==> src/rtl/spi_evt_pkg.sv <==
package spi_evt_pkg;
    localparam int EV_TXE = 0;
    localparam int EV_UDF = 1;
    localparam int EV_RXF = 2;
    localparam int EV_OVF = 3;
    localparam int EV_N   = 4;

    typedef logic [EV_N-1:0] ev_vec_t;
endpackage

==> src/rtl/spi_evt_tx.sv <==
module spi_evt_tx #(
    parameter int DEPTH = 32,
    parameter int LVL_W = 6,
    parameter int OCC_W = $clog2(DEPTH + 1)
) (
    input  logic             clk,
    input  logic             rst_n,
    input  logic             chan_en,
    input  logic             fifo_en,
    input  logic [LVL_W-1:0] ael,
    input  logic             tx_wr,
    input  logic             xfer_start,
    input  logic [OCC_W-1:0] tx_level,
    output logic             ev_empty,
    output logic             ev_udf
);
    localparam int CMP_W = ((OCC_W > LVL_W) ? OCC_W : LVL_W) + 1;

    typedef struct packed {
        logic           reg_full;
        logic           first_wr;
        logic           armed;
        logic [LVL_W:0] wr_cnt;
    } tx_st_t;

    localparam tx_st_t TX_IDLE = '{reg_full: 1'b0, first_wr: 1'b0, armed: 1'b1, wr_cnt: '0};

    tx_st_t     st_d, st_q;
    logic [CMP_W-1:0] free_sp;
    logic             empty_now;

    always_comb begin
        free_sp   = CMP_W'(DEPTH) - CMP_W'(tx_level);
        empty_now = fifo_en ? (tx_level == '0) : !st_q.reg_full;
        ev_empty  = chan_en && (fifo_en ? (st_q.armed && (free_sp >= CMP_W'(ael)))
                                        : !st_q.reg_full);
        ev_udf    = chan_en && xfer_start && st_q.first_wr && empty_now;

        st_d = st_q;
        if (!chan_en) begin
            st_d = TX_IDLE;
        end else begin
            st_d.reg_full = (st_q.reg_full && !xfer_start) || tx_wr;
            if (tx_wr) begin
                st_d.first_wr = 1'b1;
            end
            if (fifo_en) begin
                if (ev_empty) begin
                    st_d.armed  = 1'b0;
                    st_d.wr_cnt = '0;
                end else if (!st_q.armed && tx_wr) begin
                    if (st_q.wr_cnt == {1'b0, ael}) begin
                        st_d.armed  = 1'b1;
                        st_d.wr_cnt = '0;
                    end else begin
                        st_d.wr_cnt = st_q.wr_cnt + 1'b1;
                    end
                end
            end
        end
    end

    always_ff @(posedge clk or negedge rst_n) begin
        if (!rst_n) st_q <= TX_IDLE;
        else        st_q <= st_d;
    end

    // a disarmed transmit-empty only leaves that state through a CPU write
    p_tx_rearm_r6: assert property (@(posedge clk) disable iff (!rst_n)
        (chan_en && fifo_en && !st_q.armed && !tx_wr) |=> !st_q.armed);

    // the first-write memory is forgotten whenever the channel is off
    p_first_wr_reset_r3: assert property (@(posedge clk) disable iff (!rst_n)
        !chan_en |=> !st_q.first_wr);
endmodule

==> src/rtl/spi_evt_rx.sv <==
module spi_evt_rx #(
    parameter int DEPTH   = 32,
    parameter int LVL_W   = 6,
    parameter int OCC_W   = $clog2(DEPTH + 1),
    parameter bit HAS_OVF = 1'b1
) (
    input  logic             clk,
    input  logic             rst_n,
    input  logic             chan_en,
    input  logic             fifo_en,
    input  logic [LVL_W-1:0] afl,
    input  logic             rx_rd,
    input  logic             rx_load,
    input  logic [OCC_W-1:0] rx_level,
    output logic             ev_full,
    output logic             ev_ovf
);
    localparam int CMP_W = ((OCC_W > LVL_W) ? OCC_W : LVL_W) + 1;

    typedef struct packed {
        logic           reg_full;
        logic           armed;
        logic [LVL_W:0] rd_cnt;
    } rx_st_t;

    localparam rx_st_t RX_IDLE = '{reg_full: 1'b0, armed: 1'b1, rd_cnt: '0};

    rx_st_t st_d, st_q;

    always_comb begin
        ev_full = chan_en && (fifo_en ? (st_q.armed && (CMP_W'(rx_level) >= CMP_W'(afl)))
                                      : st_q.reg_full);
        st_d = st_q;
        if (!chan_en) begin
            st_d = RX_IDLE;
        end else begin
            st_d.reg_full = (st_q.reg_full && !rx_rd) || rx_load;
            if (fifo_en) begin
                if (ev_full) begin
                    st_d.armed  = 1'b0;
                    st_d.rd_cnt = '0;
                end else if (!st_q.armed && rx_rd) begin
                    if (st_q.rd_cnt == {1'b0, afl}) begin
                        st_d.armed  = 1'b1;
                        st_d.rd_cnt = '0;
                    end else begin
                        st_d.rd_cnt = st_q.rd_cnt + 1'b1;
                    end
                end
            end
        end
    end

    generate
        if (HAS_OVF) begin : g_ovf
            always_comb begin
                ev_ovf = chan_en && rx_load &&
                         (fifo_en ? (rx_level == OCC_W'(DEPTH))
                                  : (st_q.reg_full && !rx_rd));
            end
            // an overflow event always coincides with a word delivery
            p_ovf_on_load_r10: assert property (@(posedge clk) disable iff (!rst_n)
                ev_ovf |-> rx_load);
        end else begin : g_no_ovf
            always_comb ev_ovf = 1'b0;
        end
    endgenerate

    always_ff @(posedge clk or negedge rst_n) begin
        if (!rst_n) st_q <= RX_IDLE;
        else        st_q <= st_d;
    end

    // a disarmed receive-full only leaves that state through a CPU read
    p_rx_rearm_r8: assert property (@(posedge clk) disable iff (!rst_n)
        (chan_en && fifo_en && !st_q.armed && !rx_rd) |=> !st_q.armed);
endmodule

==> src/rtl/spi_evt_stat.sv <==
module spi_evt_stat
    import spi_evt_pkg::*;
(
    input  logic    clk,
    input  logic    rst_n,
    input  logic    chan_en,
    input  ev_vec_t ev,
    input  ev_vec_t clr,
    input  ev_vec_t ien,
    output ev_vec_t status,
    output logic    irq
);
    typedef struct packed {
        ev_vec_t flags;
    } st_t;

    st_t st_d, st_q;

    always_comb begin
        st_d = st_q;
        if (!chan_en) st_d.flags = '0;
        else          st_d.flags = (st_q.flags & ~clr) | ev;
        status = st_q.flags;
        irq    = |(st_q.flags & ien);
    end

    always_ff @(posedge clk or negedge rst_n) begin
        if (!rst_n) st_q <= '0;
        else        st_q <= st_d;
    end

    // a flag not written with 1 survives while the channel stays on
    p_sticky_r11: assert property (@(posedge clk) disable iff (!rst_n)
        (chan_en && $past(chan_en)) |-> (($past(st_q.flags) & ~$past(clr) & ~st_q.flags) == '0));

    // a disabled channel shows no flags on the next cycle
    p_dis_clear_r1: assert property (@(posedge clk) disable iff (!rst_n)
        !chan_en |=> (st_q.flags == '0));
endmodule

==> src/rtl/spi_evt_gen.sv <==
module spi_evt_gen
    import spi_evt_pkg::*;
#(
    parameter int DEPTH = 32,
    parameter int LVL_W = 6,
    parameter int CH_ID = 0,
    parameter int OCC_W = $clog2(DEPTH + 1)
) (
    input  logic             clk,
    input  logic             rst_n,
    input  logic             chan_en,
    input  logic             tx_fifo_en,
    input  logic             rx_fifo_en,
    input  logic [LVL_W-1:0] ael,
    input  logic [LVL_W-1:0] afl,
    input  logic             tx_wr,
    input  logic             rx_rd,
    input  logic             rx_load,
    input  logic             xfer_start,
    input  logic [OCC_W-1:0] tx_level,
    input  logic [OCC_W-1:0] rx_level,
    input  logic [EV_N-1:0]  clr,
    input  logic [EV_N-1:0]  ien,
    output logic [EV_N-1:0]  status,
    output logic             irq
);
    localparam bit HAS_OVF = (CH_ID == 0);

    ev_vec_t ev;
    logic    ev_txe, ev_udf, ev_rxf, ev_ovf;

    spi_evt_tx #(.DEPTH(DEPTH), .LVL_W(LVL_W), .OCC_W(OCC_W)) u_tx (
        .clk(clk), .rst_n(rst_n), .chan_en(chan_en), .fifo_en(tx_fifo_en),
        .ael(ael), .tx_wr(tx_wr), .xfer_start(xfer_start), .tx_level(tx_level),
        .ev_empty(ev_txe), .ev_udf(ev_udf)
    );

    spi_evt_rx #(.DEPTH(DEPTH), .LVL_W(LVL_W), .OCC_W(OCC_W), .HAS_OVF(HAS_OVF)) u_rx (
        .clk(clk), .rst_n(rst_n), .chan_en(chan_en), .fifo_en(rx_fifo_en),
        .afl(afl), .rx_rd(rx_rd), .rx_load(rx_load), .rx_level(rx_level),
        .ev_full(ev_rxf), .ev_ovf(ev_ovf)
    );

    always_comb begin
        ev         = '0;
        ev[EV_TXE] = ev_txe;
        ev[EV_UDF] = ev_udf;
        ev[EV_RXF] = ev_rxf;
        ev[EV_OVF] = ev_ovf;
    end

    spi_evt_stat u_stat (
        .clk(clk), .rst_n(rst_n), .chan_en(chan_en), .ev(ev),
        .clr(clr), .ien(ien), .status(status), .irq(irq)
    );

    // an underflow flag only appears right after a transfer start
    p_udf_on_start_r4: assert property (@(posedge clk) disable iff (!rst_n)
        $rose(status[EV_UDF]) |-> $past(xfer_start));

    // a quiet interrupt line means no enabled flag is set
    p_irq_quiet_r12: assert property (@(posedge clk) disable iff (!rst_n)
        !irq |-> ((status & ien) == '0));
endmodule

==> config.mk <==
export PLATFORM = sky130hd
export DESIGN_NAME = spi_evt_gen
export DESIGN_NICKNAME = d
export VERILOG_FILES = /design/src/rtl/spi_evt_pkg.sv /design/src/rtl/spi_evt_tx.sv /design/src/rtl/spi_evt_rx.sv /design/src/rtl/spi_evt_stat.sv /design/src/rtl/spi_evt_gen.sv
export SDC_FILE = /design/constraint.sdc
export NUM_CORES = 1
export LEC_CHECK = 0
export ABC_AREA = 1
export BUFFER_PORTS_ARGS = -buffer_cell sky130_fd_sc_hd__buf_2
export CELL_PAD_IN_SITES_DETAIL_PLACEMENT = 1
export CELL_PAD_IN_SITES_GLOBAL_PLACEMENT = 2
export CORE_MARGIN = 10
export CORE_UTILIZATION = 27
export CTS_BUF_LIST = sky130_fd_sc_hd__clkbuf_2
export CTS_CLUSTER_DIAMETER = 60
export CTS_CLUSTER_SIZE = 24
export DETAILED_ROUTE_END_ITERATION = 10
export GPL_TIMING_DRIVEN = 0
export HOLD_SLACK_MARGIN = 0.03
export MAX_ROUTING_LAYER = met4
export PLACE_DENSITY = 0.75
export SLEW_MARGIN = 5
export SYNTH_ARGS = -nofsm -noshare
export SYNTH_HDL_FRONTEND = slang
export SYNTH_SLANG_ARGS = --single-unit
==> constraint.sdc <==
create_clock -name clk -period 1.35 [get_ports clk]
set_input_delay 0.27 -clock clk [delete_from_list [all_inputs] [get_ports clk]]
set_output_delay 0.27 -clock clk [all_outputs]
set_load 0.05 [all_outputs]
; ---- Yosys cells after proc, flatten, opt, wreduce, memory -nomap -nowiden
; Index checks and enable logic that the tools add are counted.
[totals]
reg_bits = 23
input_bits = 41
output_inout_bits = 5
elab_cells = 71
[classes]
n_addsub = 3
magnitude_cmp = 2
eq_ne = 10
muxes = 18
bitwise_logic = 4
reduce_logical = 26
[op_table]
columns = operator, n
row1 = 2-to-1 mux 8 bit, 6
row2 = "adder 7 x 1 -> 7 bit, second input constant", 2
row3 = == test 7 x 6 -> 1 bit, 2
row4 = 2-to-1 mux 7 bit, 2
row5 = logical AND 1 bit, 13
row6 = "!= test 3 x 1 -> 1 bit, second input constant", 4
row7 = 2-to-1 mux 10 bit, 1
row8 = 2-to-1 mux 9 bit, 1
row9 = AND 4 bit, 2
row10 = greater-or-equal comparator 7 x 6 -> 1 bit, 1
row11 = 2-to-1 mux 1 bit, 7
row12 = "subtractor 6 x 6 -> 7 bit, first input constant", 1
row13 = "== test 6 bit, second input constant", 1
row14 = greater-or-equal comparator 6 bit, 1
row15 = logical NOT 6 bit, 1
row16 = "!= test 2 x 1 -> 1 bit, second input constant", 3
row17 = AND reduction 3 bit, 2
row18 = logical NOT 1 bit, 5
row19 = 2-to-1 mux 4 bit, 1
row20 = inverter 4 bit, 1
row21 = OR 4 bit, 1
row22 = AND reduction 2 bit, 2
row23 = OR reduction 4 bit, 1
row24 = logical OR 1 bit, 2

; ---- Longest topological paths before layout
; Gate-level depths: netlist (run 1).
[logic_depth]
ltp_word = 8
mapped_depth = 18

; ---- Hierarchy
; From an unflattened synthesis (run 1), not the netlist that was laid out.
[hier_totals]
hier_cells = 322
hier_area_um2 = 2143.3
[modules_own_cells]
columns = mod, n_inst, cells_each, area_per_inst_um2, seq_area_each_um2
row1 = spi_evt_tx, 1, 151, 1037.2, 251.5
row2 = spi_evt_rx, 1, 141, 903.4, 226.5
row3 = spi_evt_stat, 1, 30, 202.7, 100.1

; ---- Least setup slack after synthesis (run 1)
; No wires, ideal clock.
[synth_path]
path_kind = input -> register
startpoint = input tx_level[1]
endpoint = register u_tx.st_q[2] in the netlist's numbering
setup_ns = 0.119
arrival_time_ns = 1.703
required_time_ns = 1.231
path_slack_ns = -0.472
path_stages = 15
n_path_buf = 0
cell_sequence = nor2_1 -> nand2_1 -> nor3_1 -> xor2_1 -> ha_1 -> a21oi_1 -> nand2_1 -> nor2_1 -> nand2_1 -> nand2_2 -> nand2_1 -> nand2_2 -> inv_1 -> nand4_1 -> nand2_1
[synth_between]
elab_chain_cells = 8
elab_cells_between_ends = 10
cone_classes = add/sub (1) / order compare (1) / eq/ne (1) / mux (4) / reduce/logical (3)
[synth_rtl]
columns = element, line_no
row1 = "start, declared", spi_evt_gen.sv:20  ; input logic [OCC_W-1:0] tx_level,
row2 = subtractor 6 x 6 -> 7 bit (*), spi_evt_tx.sv:33  ; free_sp = CMP_W'(DEPTH) - CMP_W'(tx_level);
row3 = greater-or-equal comparator 7 x 6 -> 1 bit (*), spi_evt_tx.sv:35  ; ev_empty = chan_en && (fifo_en ? (st_q.armed && (free_sp >= CMP_W'(ael)))
row4 = logical AND 1 bit (*), spi_evt_tx.sv:35
row5 = 2-to-1 mux 1 bit (*), spi_evt_tx.sv:35
row6 = logical AND 1 bit (*), spi_evt_tx.sv:35
row7 = 2-to-1 mux 8 bit, spi_evt_tx.sv:48  ; if (ev_empty) begin
row8 = 2-to-1 mux 8 bit, spi_evt_tx.sv:47  ; if (fifo_en) begin
row9 = 2-to-1 mux 10 bit, spi_evt_tx.sv:40  ; if (!chan_en) begin
row10 = "end signal, assigned", spi_evt_tx.sv:65  ; else st_q <= st_d;
row11 = "end, declared", spi_evt_tx.sv:28  ; tx_st_t st_d, st_q;
; Every way passes the cells marked *; elsewhere a longest branch is shown, timed or not. The select of a mux whose other input is x is not followed.
; A chain may end at the register's enable or synchronous reset.

; ---- Worst setup path in the final report (run 1)
[layout_path]
startpoint = input tx_level[1]
endpoint = register u_tx.st_q[3] in the netlist's numbering
; Same word-level chain as after synthesis.

==> results of run 1 <==
==> per-stage QoR <==
stage | setup slack [ns] | total power, mW | std cells
after floorplan | -0.397 | 1.16 | 270
after global placement | -0.730 | 1.36 | 395
after detailed placement | -0.763 | 1.36 | 395
after CTS | -0.311 | 1.71 | 405
after global routing | -0.432 | 1.85 | 408
final | -0.288 | 1.70 | 408
==> layer usage <==
layer / share of wire [%] / routed length (um) / global-route usage [%] / vias up
li1: - / - / - / 975
met1: 49 / 2560 / 12.8 / 851
met2: 46 / 2430 / 17.6 / 35
met3: 4.9 / 260 / 2.39 / 2
met4: 0.21 / 11 / 0.642 / 0
met5: 0 / 0 / - / -
==> how the worst min path moves through the flow <==
stage | from | depth (start not counted) | end
floorplan | rst_n | 0 | u_rx.st_q[0]
global placement | rst_n | 1 | u_rx.st_q[5]
detailed placement | rst_n | 1 | u_rx.st_q[5]
CTS | clr[3] | 4 | u_stat.status[3]
global route | clr[3] | 4 | u_stat.status[3]
finish | clr[0] | 4 | u_stat.status[0]
==> state kept, by name, summed over array words and instances, names as in the netlist <==
signal,cells
u_rx.st_q,9
u_stat.status,4
u_tx.st_q,10
==> report_power, final <==
group / total, mW / switching [mW] / internal [mW]
Clock: 0.287 / 0.220 / 0.0671
Sequential: 0.776 / 0.0376 / 0.739
Combinational: 0.641 / 0.386 / 0.256
==> cells by family (layout without fill, tap and decap cells) <==
group | Yosys count | after routing | synth area share, %
xor+xnor | 18 | 18 | 8.42
flops | 23 | 23 | 30.9
buf+inv | 45 | 103 | 9.28
compound gates | 16 | 16 | 5.01
fa+ha+maj | 15 | 15 | 10.0
simple gates | 153 | 153 | 36.4
==> critical path: stages <==
cell,delay [ns]
buf_8,0.10
nor2_4,0.09
nand2_2,0.07
nor3_4,0.13
xor2_1,0.17
ha_1,0.27
a21oi_2,0.12
nand2_1,0.07
nor2_2,0.10
nand2_1,0.07
nand2_2,0.07
nand2_2,0.07
nand2_4,0.07
inv_2,0.07
nand4_1,0.08
nand2_1,0.07
==> timing repair <==
item,in CTS,in global routing
buffers inserted,5,3
setup endpoints to repair,18,23
cloned,0,0
pin swaps,9,13
hold buffers,1,0
endpoints found under the hold margin,21,0
resized for setup,20,19
==> layout make-up <==
class                      instances  area [sq um]
buffer                             1          3.75
sequential                        23           584
fill                             861          4220
tap                               80           100
timing repair buffer              54           353
inverter                          44           178
multi-input combinational        202          1300
clock inverter                     1          5.00
clock buffer                       3          15.0
==> synth_stat cells <==
library cell	number	area share, %
ha_1	15	10
o21ai_0	5	1.3
a21oi_2	1	0.47
clkinv_4	1	0.47
nand2_1	76	15
nand2_2	5	1.7
nor2_2	2	0.67
clkbuf_1	1	0.20
nor2_1	30	6.0
nand4_1	19	6.3
nand3_2	1	0.53
a21oi_1	7	1.9
inv_1	42	8.4
nor3b_1	1	0.40
xnor2_1	10	4.7
dfstp_2	2	2.8
clkinv_1	1	0.20
or2_2	1	0.33
nand3_1	12	3.2
nand2_4	1	0.60
dfrtp_1	21	28
o21a_1	1	0.40
nor3_1	4	1.1
o21ai_1	1	0.27
a31oi_2	1	0.67
xor2_1	8	3.7
nor4_1	1	0.33
==> flow_summary.yaml, run 1 <==
run_status:
  status: "finished, violations left"
  violations: "negative setup slack"
setup_path:
  rr_startpoint: "u_tx.st_q[0]"
  rr_endpoint: "u_tx.st_q[7]"
  ff2ff_path_depth: 9
  required_ns: 1.61
  crit_fanout: 7
  crit_arrival_ns: 1.90
  endpoint_kind: "flop"
  startpoint_type: "input port"
  critical_path_class: "in2reg"
  startpoint: "tx_level[1]"
  crit_path_end: "u_tx.st_q[3]"
  ff2ff_setup_slack_ns: -0.18
placed_design:
  post-dp-hpwl_um: 4290
  place.gp.congestion: 0.740
  placed_area_sq_um: 2330
  port_buffers: 45
final_layout:
  layout_common_cells: "nand2_1 (70), buf_2 (37), inv_1 (33)"
  area_delta_synth_final_pct: 35.7
  finalInstanceArea_sq_um: 2540
  layout.nets: 385
  final_common_cell: "nand2_1"
  antenna_cells: 0
  drive_gt1_share_pct: 34.5
  fin_util_pct: 37.6
cts:
  clk_latency_ns: 0.34
  cts_max_path_buffers: 2
  cts.sinks: 23
  h-tree-depth: 1
  clkTransAtPathRegs_ns: 0.23
  cts_tree: "done"
  cts-root-buf: "clkbuf_2"
  cts-buffers-inserted: 3
synth:
  synth_nets: 326
  ys_ff_latch: 23
  yosysSeqAreaShare_pct: 30.9
  postSynthAreaPerCell_sq_um: 6.94
  synthCells: 270
  yosysWarnings: 0
  synth.distinct_cells: 27
  synthesis.area_sq_um: 1870
global_route:
  grt_pass1_vias: 1973
  grt_pass1_wl_um: 9000
  overflow: 0
  grt_antenna_before_repair: 0
  grtUsageTotal_pct: 10.4
  grt_max_degree: 24
detailed_routing:
  drtPass1Iterations: 4
  num_vias: 1863
  first_iter_violations: 64
  wl_um: 5270
  drc: 0
  vias_per_cell: 4.57
  ant_nets: 0
  wl_per_cell_um: 12.9
floorplan:
  core_area_sq_um: 6760
  row_count: 30
  initial_core_util_pct: 27.7
  die_y_um: 103
  io_pins: 46
  die_area_sq_um: 10700
  die_w_um: 103
power_and_ir_drop:
  powerDensity_nw_per_um2: 671
  vdd_drop_max_uv: 249
  leakage_nw: 1.29
timing:
  final.setup_skew_ns: 0.0126
  fin_ws_ns: -0.288
  tns_ns: -2.85
  post-route-min-period_ns: 1.64
  drv_slew: 0
  hold-worst-slack_ns: 0.121
  max_clock_freq_mhz: 611
  tightest_slew_ns: 0.557
  rsz0062_at_grt: "yes"
  final-setup-viol-count: 18
  final-hold-violation-count: 0
  min_period_over_period_pct: 121
  relSlewSlack_pct: 62.9
min_path:
  hold_class: "in2reg"
flow_run:
  drv_cap: 0
Note: power is estimated with default switching activity, not from simulation.
==> inputs of run 2 (changes only) <==
--- a/config.mk
+++ b/config.mk
@@ -9,6 +9,7 @@
 export BUFFER_PORTS_ARGS = -buffer_cell sky130_fd_sc_hd__buf_2
 export CELL_PAD_IN_SITES_DETAIL_PLACEMENT = 1
 export CELL_PAD_IN_SITES_GLOBAL_PLACEMENT = 2
+export CORE_ASPECT_RATIO = 0.6
 export CORE_MARGIN = 10
 export CORE_UTILIZATION = 27
 export CTS_BUF_LIST = sky130_fd_sc_hd__clkbuf_2
==> run 2 against run 1 <==
Effect of this change: worst setup slack worse by 0.0012 ns; combinational power up 11%; largest cell class unchanged; clock-buffer cell count up 1; critical endpoint unchanged; maximum frequency about the same; the flow still finishes with violations (negative setup slack); via count up 3.2%; register-to-register slack about the same; critical path depth up 1; core utilization up 2.7 points; sequential cell count unchanged.
==> flow_summary.yaml, run 2 (synthesized netlist as in run 1, its figures left out) <==
timing:
  relSlewSlack_pct: 63.3
  min_period_over_period_pct: 121
  final.setup_skew_ns: 0.00913
  rsz0062_at_grt: "yes"
  final-setup-viol-count: 17
  tightest_slew_ns: 0.551
  final-hold-violation-count: 0
  post-route-min-period_ns: 1.64
  max_clock_freq_mhz: 610
  fin_ws_ns: -0.289
  hold-worst-slack_ns: 0.139
  drv_slew: 0
global_route:
  overflow: 0
  grtUsageTotal_pct: 11.1
  grt_pass1_wl_um: 9750
  grt_max_degree: 24
  grt_antenna_before_repair: 0
  grt_pass1_vias: 1908
setup_path:
  crit_fanout: 7
  rr_startpoint: "u_tx.st_q[1]"
  ff2ff_setup_slack_ns: -0.19
  required_ns: 1.64
  crit_path_end: "u_tx.st_q[3]"
  critPathBufInv: 2
  endpoint_kind: "flop"
  path_cells: "buf_6 -> nor2_4 -> nand2_4 -> nor3_4 -> xor2_1 -> ha_1 -> a21oi_2 -> nand2_1 -> nor2_1 -> nand2_1 -> nand2_2 -> nand2_2 -> nand2_4 -> nand2_4 -> clkinv_4 -> nand2_1 -> nand2_1"
  crit_arrival_ns: 1.93
  worst-path-stages: 17
  rr_endpoint: "u_tx.st_q[7]"
  worst_path_max_delay_cell: "ha_1"
  cp_common_cell: "nand2_1"
  ff2ff_path_depth: 9
  cp_top_family: "simple AND/OR/NAND/NOR gates"
  startpoint: "tx_level[1]"
  critical_path_class: "in2reg"
  startpoint_type: "input port"
  slowest_delay_ns: 0.27
floorplan:
  initial_core_util_pct: 27.9
  io_pins: 46
  core_area_sq_um: 6710
  die_area_sq_um: 10800
  die_y_um: 84.5
  die_w_um: 128
  row_count: 23
final_layout:
  final_common_cell: "nand2_1"
  largest_reg_flops: 10
  layout.nets: 392
  area_delta_synth_final_pct: 44.3
  top_register: "u_tx.st_q"
  drive_gt1_share_pct: 40.3
  antenna_cells: 0
  layout_common_cells: "nand2_1 (64), buf_2 (37), inv_1 (31)"
  finalInstanceArea_sq_um: 2700
detailed_routing:
  num_vias: 1922
  first_iter_violations: 85
  ant_nets: 0
  wl_um: 6090
  drc: 0
  wl_per_cell_um: 14.4
  drtPass1Iterations: 4
  vias_per_cell: 4.55
placed_design:
  placed_area_sq_um: 2340
  post-dp-hpwl_um: 4890
  place.gp.congestion: 0.803
  port_buffers: 45
power_and_ir_drop:
  vdd_drop_max_uv: 315
  total_power_mw: 1.78
  powerDensity_nw_per_um2: 658
  leakage_nw: 1.37
cts:
  cts-buffers-inserted: 3
  cts.sinks: 23
  clkTransAtPathRegs_ns: 0.22
  clk_latency_ns: 0.33
  cts_max_path_buffers: 2
  cts_tree: "done"
  h-tree-depth: 1
  cts-root-buf: "clkbuf_2"
run_status:
  status: "finished, violations left"
  violations: "negative setup slack"
min_path:
  holdCritStartpoint: "clr[0]"
  hold_class: "in2reg"
flow_run:
  drv_cap: 0
==> run 2: cell types whose count changed in the layout (fill, tap and decap cells not counted), moves of 2 or more <==
cell / previous run / this run
buf_4: 9 / 12
buf_6: 4 / 10
buf_8: 3 / 0
inv_1: 33 / 31
nand2_1: 70 / 64
nand2_2: 9 / 14
nor2_1: 25 / 23
nor2_4: 2 / 4
==> run 2: worst min path at each step <==
| stage | slack [ns] | to | cells after the start |
|---|---|---|---|
| after floorplan | -0.03 | u_rx.st_q[0] | 0 |
| after global placement | 0.29 | u_rx.st_q[8] | 1 |
| after detailed placement | 0.30 | u_tx.st_q[9] | 1 |
| after CTS | 0.12 | u_stat.status[2] | 4 |
| after global routing | 0.1 | u_stat.status[0] | 4 |
| final | 0.14 | u_stat.status[0] | 4 |
==> run 2: power breakdown <==
| group | leakage (nW) | internal (mW) | switching [mW] |
|---|---|---|---|
| logic | 1.05 | 0.284 | 0.425 |
| registers | 0.298 | 0.739 | 0.0391 |
| clock network | 0.0166 | 0.0783 | 0.212 |
==> run 2: worst min-delay path, stage by stage <==
cell	delay (ns)
buf_2	0.08
nor2_1	0.03
nand2_1	0.05
nand2_1	0.05
==> run 2: timing repair <==
action	in CTS	in global routing
gates resized for setup	27	37
hold buffers	1	0
buffers inserted	4	11
pin swaps	9	32
hold endpoints to repair	21	0
setup endpoints to repair	19	23
==> run 2: layout make-up <==
class | count | area [sq um]
buffer | 1 | 3.75
clock buffer | 4 | 20.0
timing repair buffer | 61 | 418
inverter | 44 | 180
sequential | 23 | 586
multi-input combinational | 202 | 1390
fill | 842 | 4000
tap | 87 | 109
==> run 2: layer usage <==
metal / up-vias / GRT usage [%] / routed length [um]
li1: 996 / - / -
met1: 898 / 16.3 / 3200
met2: 26 / 15.2 / 2600
met3: 2 / 2.76 / 277
met4: 0 / 0.927 / 10
met5: - / - / 0
==> run 2: per-stage QoR <==
stage / cells / setup WS, ns / util (%) / TNS (ns)
2_1_floorplan: 270 / -0.397 / - / -3.45
3_3_place_gp: 402 / -0.715 / 34.8 / -9.29
3_5_place_dp: 402 / -0.726 / 34.8 / -9.51
4_1_cts: 411 / -0.281 / 37.3 / -3.10
5_1_grt: 422 / -0.453 / 40.3 / -5.43
6_report: 422 / -0.289 / 40.3 / -3.03
==> inputs of run 3 (changes only) <==
--- a/config.mk
+++ b/config.mk
@@ -19,8 +19,9 @@
 export GPL_TIMING_DRIVEN = 0
 export HOLD_SLACK_MARGIN = 0.03
 export MAX_ROUTING_LAYER = met4
-export PLACE_DENSITY = 0.75
+export PLACE_DENSITY = 0.74
 export SLEW_MARGIN = 5
 export SYNTH_ARGS = -nofsm -noshare
 export SYNTH_HDL_FRONTEND = slang
+export SYNTH_HIERARCHICAL = 1
 export SYNTH_SLANG_ARGS = --single-unit
==> run 3 against run 2 <==
Effect of this change: the run still ends with negative setup slack left; sequential cell count unchanged; clock-buffer cell count unchanged; maximum frequency decreased by 7.9%; global-route usage about the same; sequential power increased by 4.9%; register-to-register slack improved by 0.04 ns; via count increased by 8.9%; area after synthesis increased by 14%; first-iteration DRC count decreased by 74%; critical path type unchanged; largest power group unchanged; highest routed layer unchanged.
==> flow_summary.yaml, run 3 <==
detailed_routing:
  wl_um: 6370
  wl_per_cell_um: 13.1
  drtPass1Iterations: 4
  num_vias: 2094
  ant_nets: 0
  first_iter_violations: 22
  vias_per_cell: 4.29
  drc: 0
cts:
  cts.sinks: 23
  cts_max_path_buffers: 2
  cts-buffers-inserted: 3
  clk_latency_ns: 0.34
  cts-root-buf: "clkbuf_2"
  cts_tree: "done"
  clkTransAtPathRegs_ns: 0.23
  h-tree-depth: 1
floorplan:
  core_area_sq_um: 7790
  io_pins: 46
  die_w_um: 135
  row_count: 25
  die_area_sq_um: 12000
  initial_core_util_pct: 27.5
  die_y_um: 89.0
placed_design:
  post-dp-hpwl_um: 5390
  port_buffers: 45
  pre_cts_slack_ns: -0.923
  place.gp.congestion: 0.782
timing:
  final-hold-violation-count: 0
  relSlewSlack_pct: 64.5
  min_period_over_period_pct: 132
  post-route-min-period_ns: 1.78
  final-setup-viol-count: 15
  tightest_slew_ns: 0.533
  tns_ns: -3.96
  rsz0062_at_grt: "yes"
  final.setup_skew_ns: 0.0197
  hold-worst-slack_ns: 0.104
  fin_ws_ns: -0.428
  drv_slew: 0
  max_clock_freq_mhz: 562
synth:
  synth.distinct_cells: 35
  yosysWarnings: 6
  synth_nets: 378
  synth_enable_flop_cells: 0
  synth_top_area_share_pct: 24.5
  synthTopCellsByArea: "dfrtp_1 (25%), nand2_1 (17%), inv_1 (10%), ha_1 (8.8%), nand3_1 (5.1%)"
  yosysSeqAreaShare_pct: 27.0
  synthesis.area_sq_um: 2140
  postSynthAreaPerCell_sq_um: 6.66
  synthCells: 322
  post-synth-top-count-cell: "nand2_1"
  ys_ff_latch: 23
  ys_async_sr_fraction_pct: 100
  synth_top_area_cell: "dfrtp_1"
  synth-main-ff-cell: "dfrtp_1"
  synth_common_cells: "nand2_1 (99), inv_1 (57), nand3_1 (22)"
flow_run:
  drv_cap: 0
run_status:
  status: "finished, violations left"
  violations: "negative setup slack"
min_path:
  holdCritStartpoint: "xfer_start"
  hold_class: "in2reg"
global_route:
  grt_max_degree: 24
  overflow: 0
  grt_antenna_before_repair: 1
  grtUsageTotal_pct: 11.1
  grt_pass1_wl_um: 10700
  grt_pass1_vias: 2144
final_layout:
  drive_gt1_share_pct: 30.6
  top_register: "u_tx/st_q"
  largest_reg_flops: 10
  area_delta_synth_final_pct: 30.2
  layout_common_cells: "nand2_1 (95), inv_1 (51), buf_2 (40)"
  multiInputGateArea_sq_um: 1390
  regArea_sq_um: 584
  fill_cells: 996
  final_common_cell: "nand2_1"
  layout.nets: 436
setup_path:
  startpoint_type: "input port"
  crit_fanout: 7
  crit_arrival_ns: 2.06
  required_ns: 1.63
  endpoint_kind: "flop"
  startpoint: "tx_level[2]"
  critical_path_class: "in2reg"
  rr_startpoint: "u_tx/st_q[1]"
power_and_ir_drop:
  powerDensity_nw_per_um2: 662
  vdd_drop_max_uv: 244
  leakage_nw: 1.50
-- run 3: worst max-delay path, cell delays in order --
cell and delay, ns:
buf_12 0.11, inv_16 0.04, nand3_4 0.08, nor3_4 0.15, xor2_1 0.17, ha_1 0.28, a21oi_2 0.12, nand2_1 0.06
a21oi_2 0.11, nand2_2 0.09, nand2_2 0.08, nand2_4 0.06, a21oi_4 0.26, nand2_1 0.09, nand2_1 0.06
-- run 3: path summary, 6_finish.rpt --
| check | endpoint | slack, ns | depth (start not counted) |
|---|---|---|---|
| min in group asynchronous | u_stat/status[3] | 0.41 | 2 |
| max in group asynchronous | u_rx/st_q[5] | 0.56 | 2 |
| worst max-delay path | u_tx/st_q[3] | -0.43 | 15 |
| worst min-delay path | u_tx/st_q[9] | 0.10 | 2 |
| worst min register to register | u_rx/st_q[7] | 0.50 | 2 |
| worst max register to register | u_tx/st_q[0] | -0.15 | 11 |
-- run 3: repair_timing --
item                       4_1_cts  5_1_grt
buffers inserted                 6        1
hold buffers                     1        0
resized for setup               15       15
pin swaps                       10       10
hold endpoints to repair        21        0
setup endpoints to repair       18       23
-- run 3: area by class of cell --
class | count | area share [%]
Antenna cell | 1 | 0.0896
Multi-Input combinational cell | 230 | 49.9
Sequential cell | 23 | 20.9
Timing Repair Buffer | 53 | 12.6
Inverter | 65 | 9.95
Clock buffer | 4 | 0.717
Tap cell | 108 | 4.84
Buffer | 4 | 1.03
-- run 3: metrics by stage --
step / power (mW) / cells / utilization, % / instance area (sq um)
after global routing: 2.01 / 488 / 35.8 / 2790
after CTS: 1.86 / 486 / 35.3 / 2750
after detailed placement: 1.52 / 475 / 33.6 / 2620
after global placement: 1.50 / 475 / 33.6 / 2620
final: 1.85 / 488 / 35.8 / 2790
after floorplan: 1.28 / 322 / - / 2260
-- run 3: cell families (layout without fill, tap and decap cells) --
| logic type | Yosys count | count (layout) | synth area share, % |
|---|---|---|---|
| xor gates and xnor gates | 13 | 13 | 5.31 |
| AOI/OAI and AO/OA | 21 | 21 | 6.60 |
| and+or+nand+nor | 181 | 181 | 39.6 |
| buffers and inverters | 69 | 126 | 12.7 |
| adders and majority gates | 15 | 15 | 8.76 |
| DFF | 23 | 23 | 27.0 |
| other | 0 | 1 | 0 |
-- run 3: metal layers --
| layer | up-vias | share of wire [%] | global-route usage [%] |
|---|---|---|---|
| li1 | 1113 | - | - |
| met1 | 957 | 58 | 16.3 |
| met2 | 22 | 39 | 15.6 |
| met3 | 2 | 3.0 | 2.47 |
| met4 | 0 | 0.30 | 0.875 |
| met5 | - | 0 | - |
-- run 3: power by group --
part	internal (mW)	switching, mW	total (mW)
clock	0.0783	0.210	0.288
combinational	0.288	0.454	0.743
sequential	0.754	0.0629	0.816
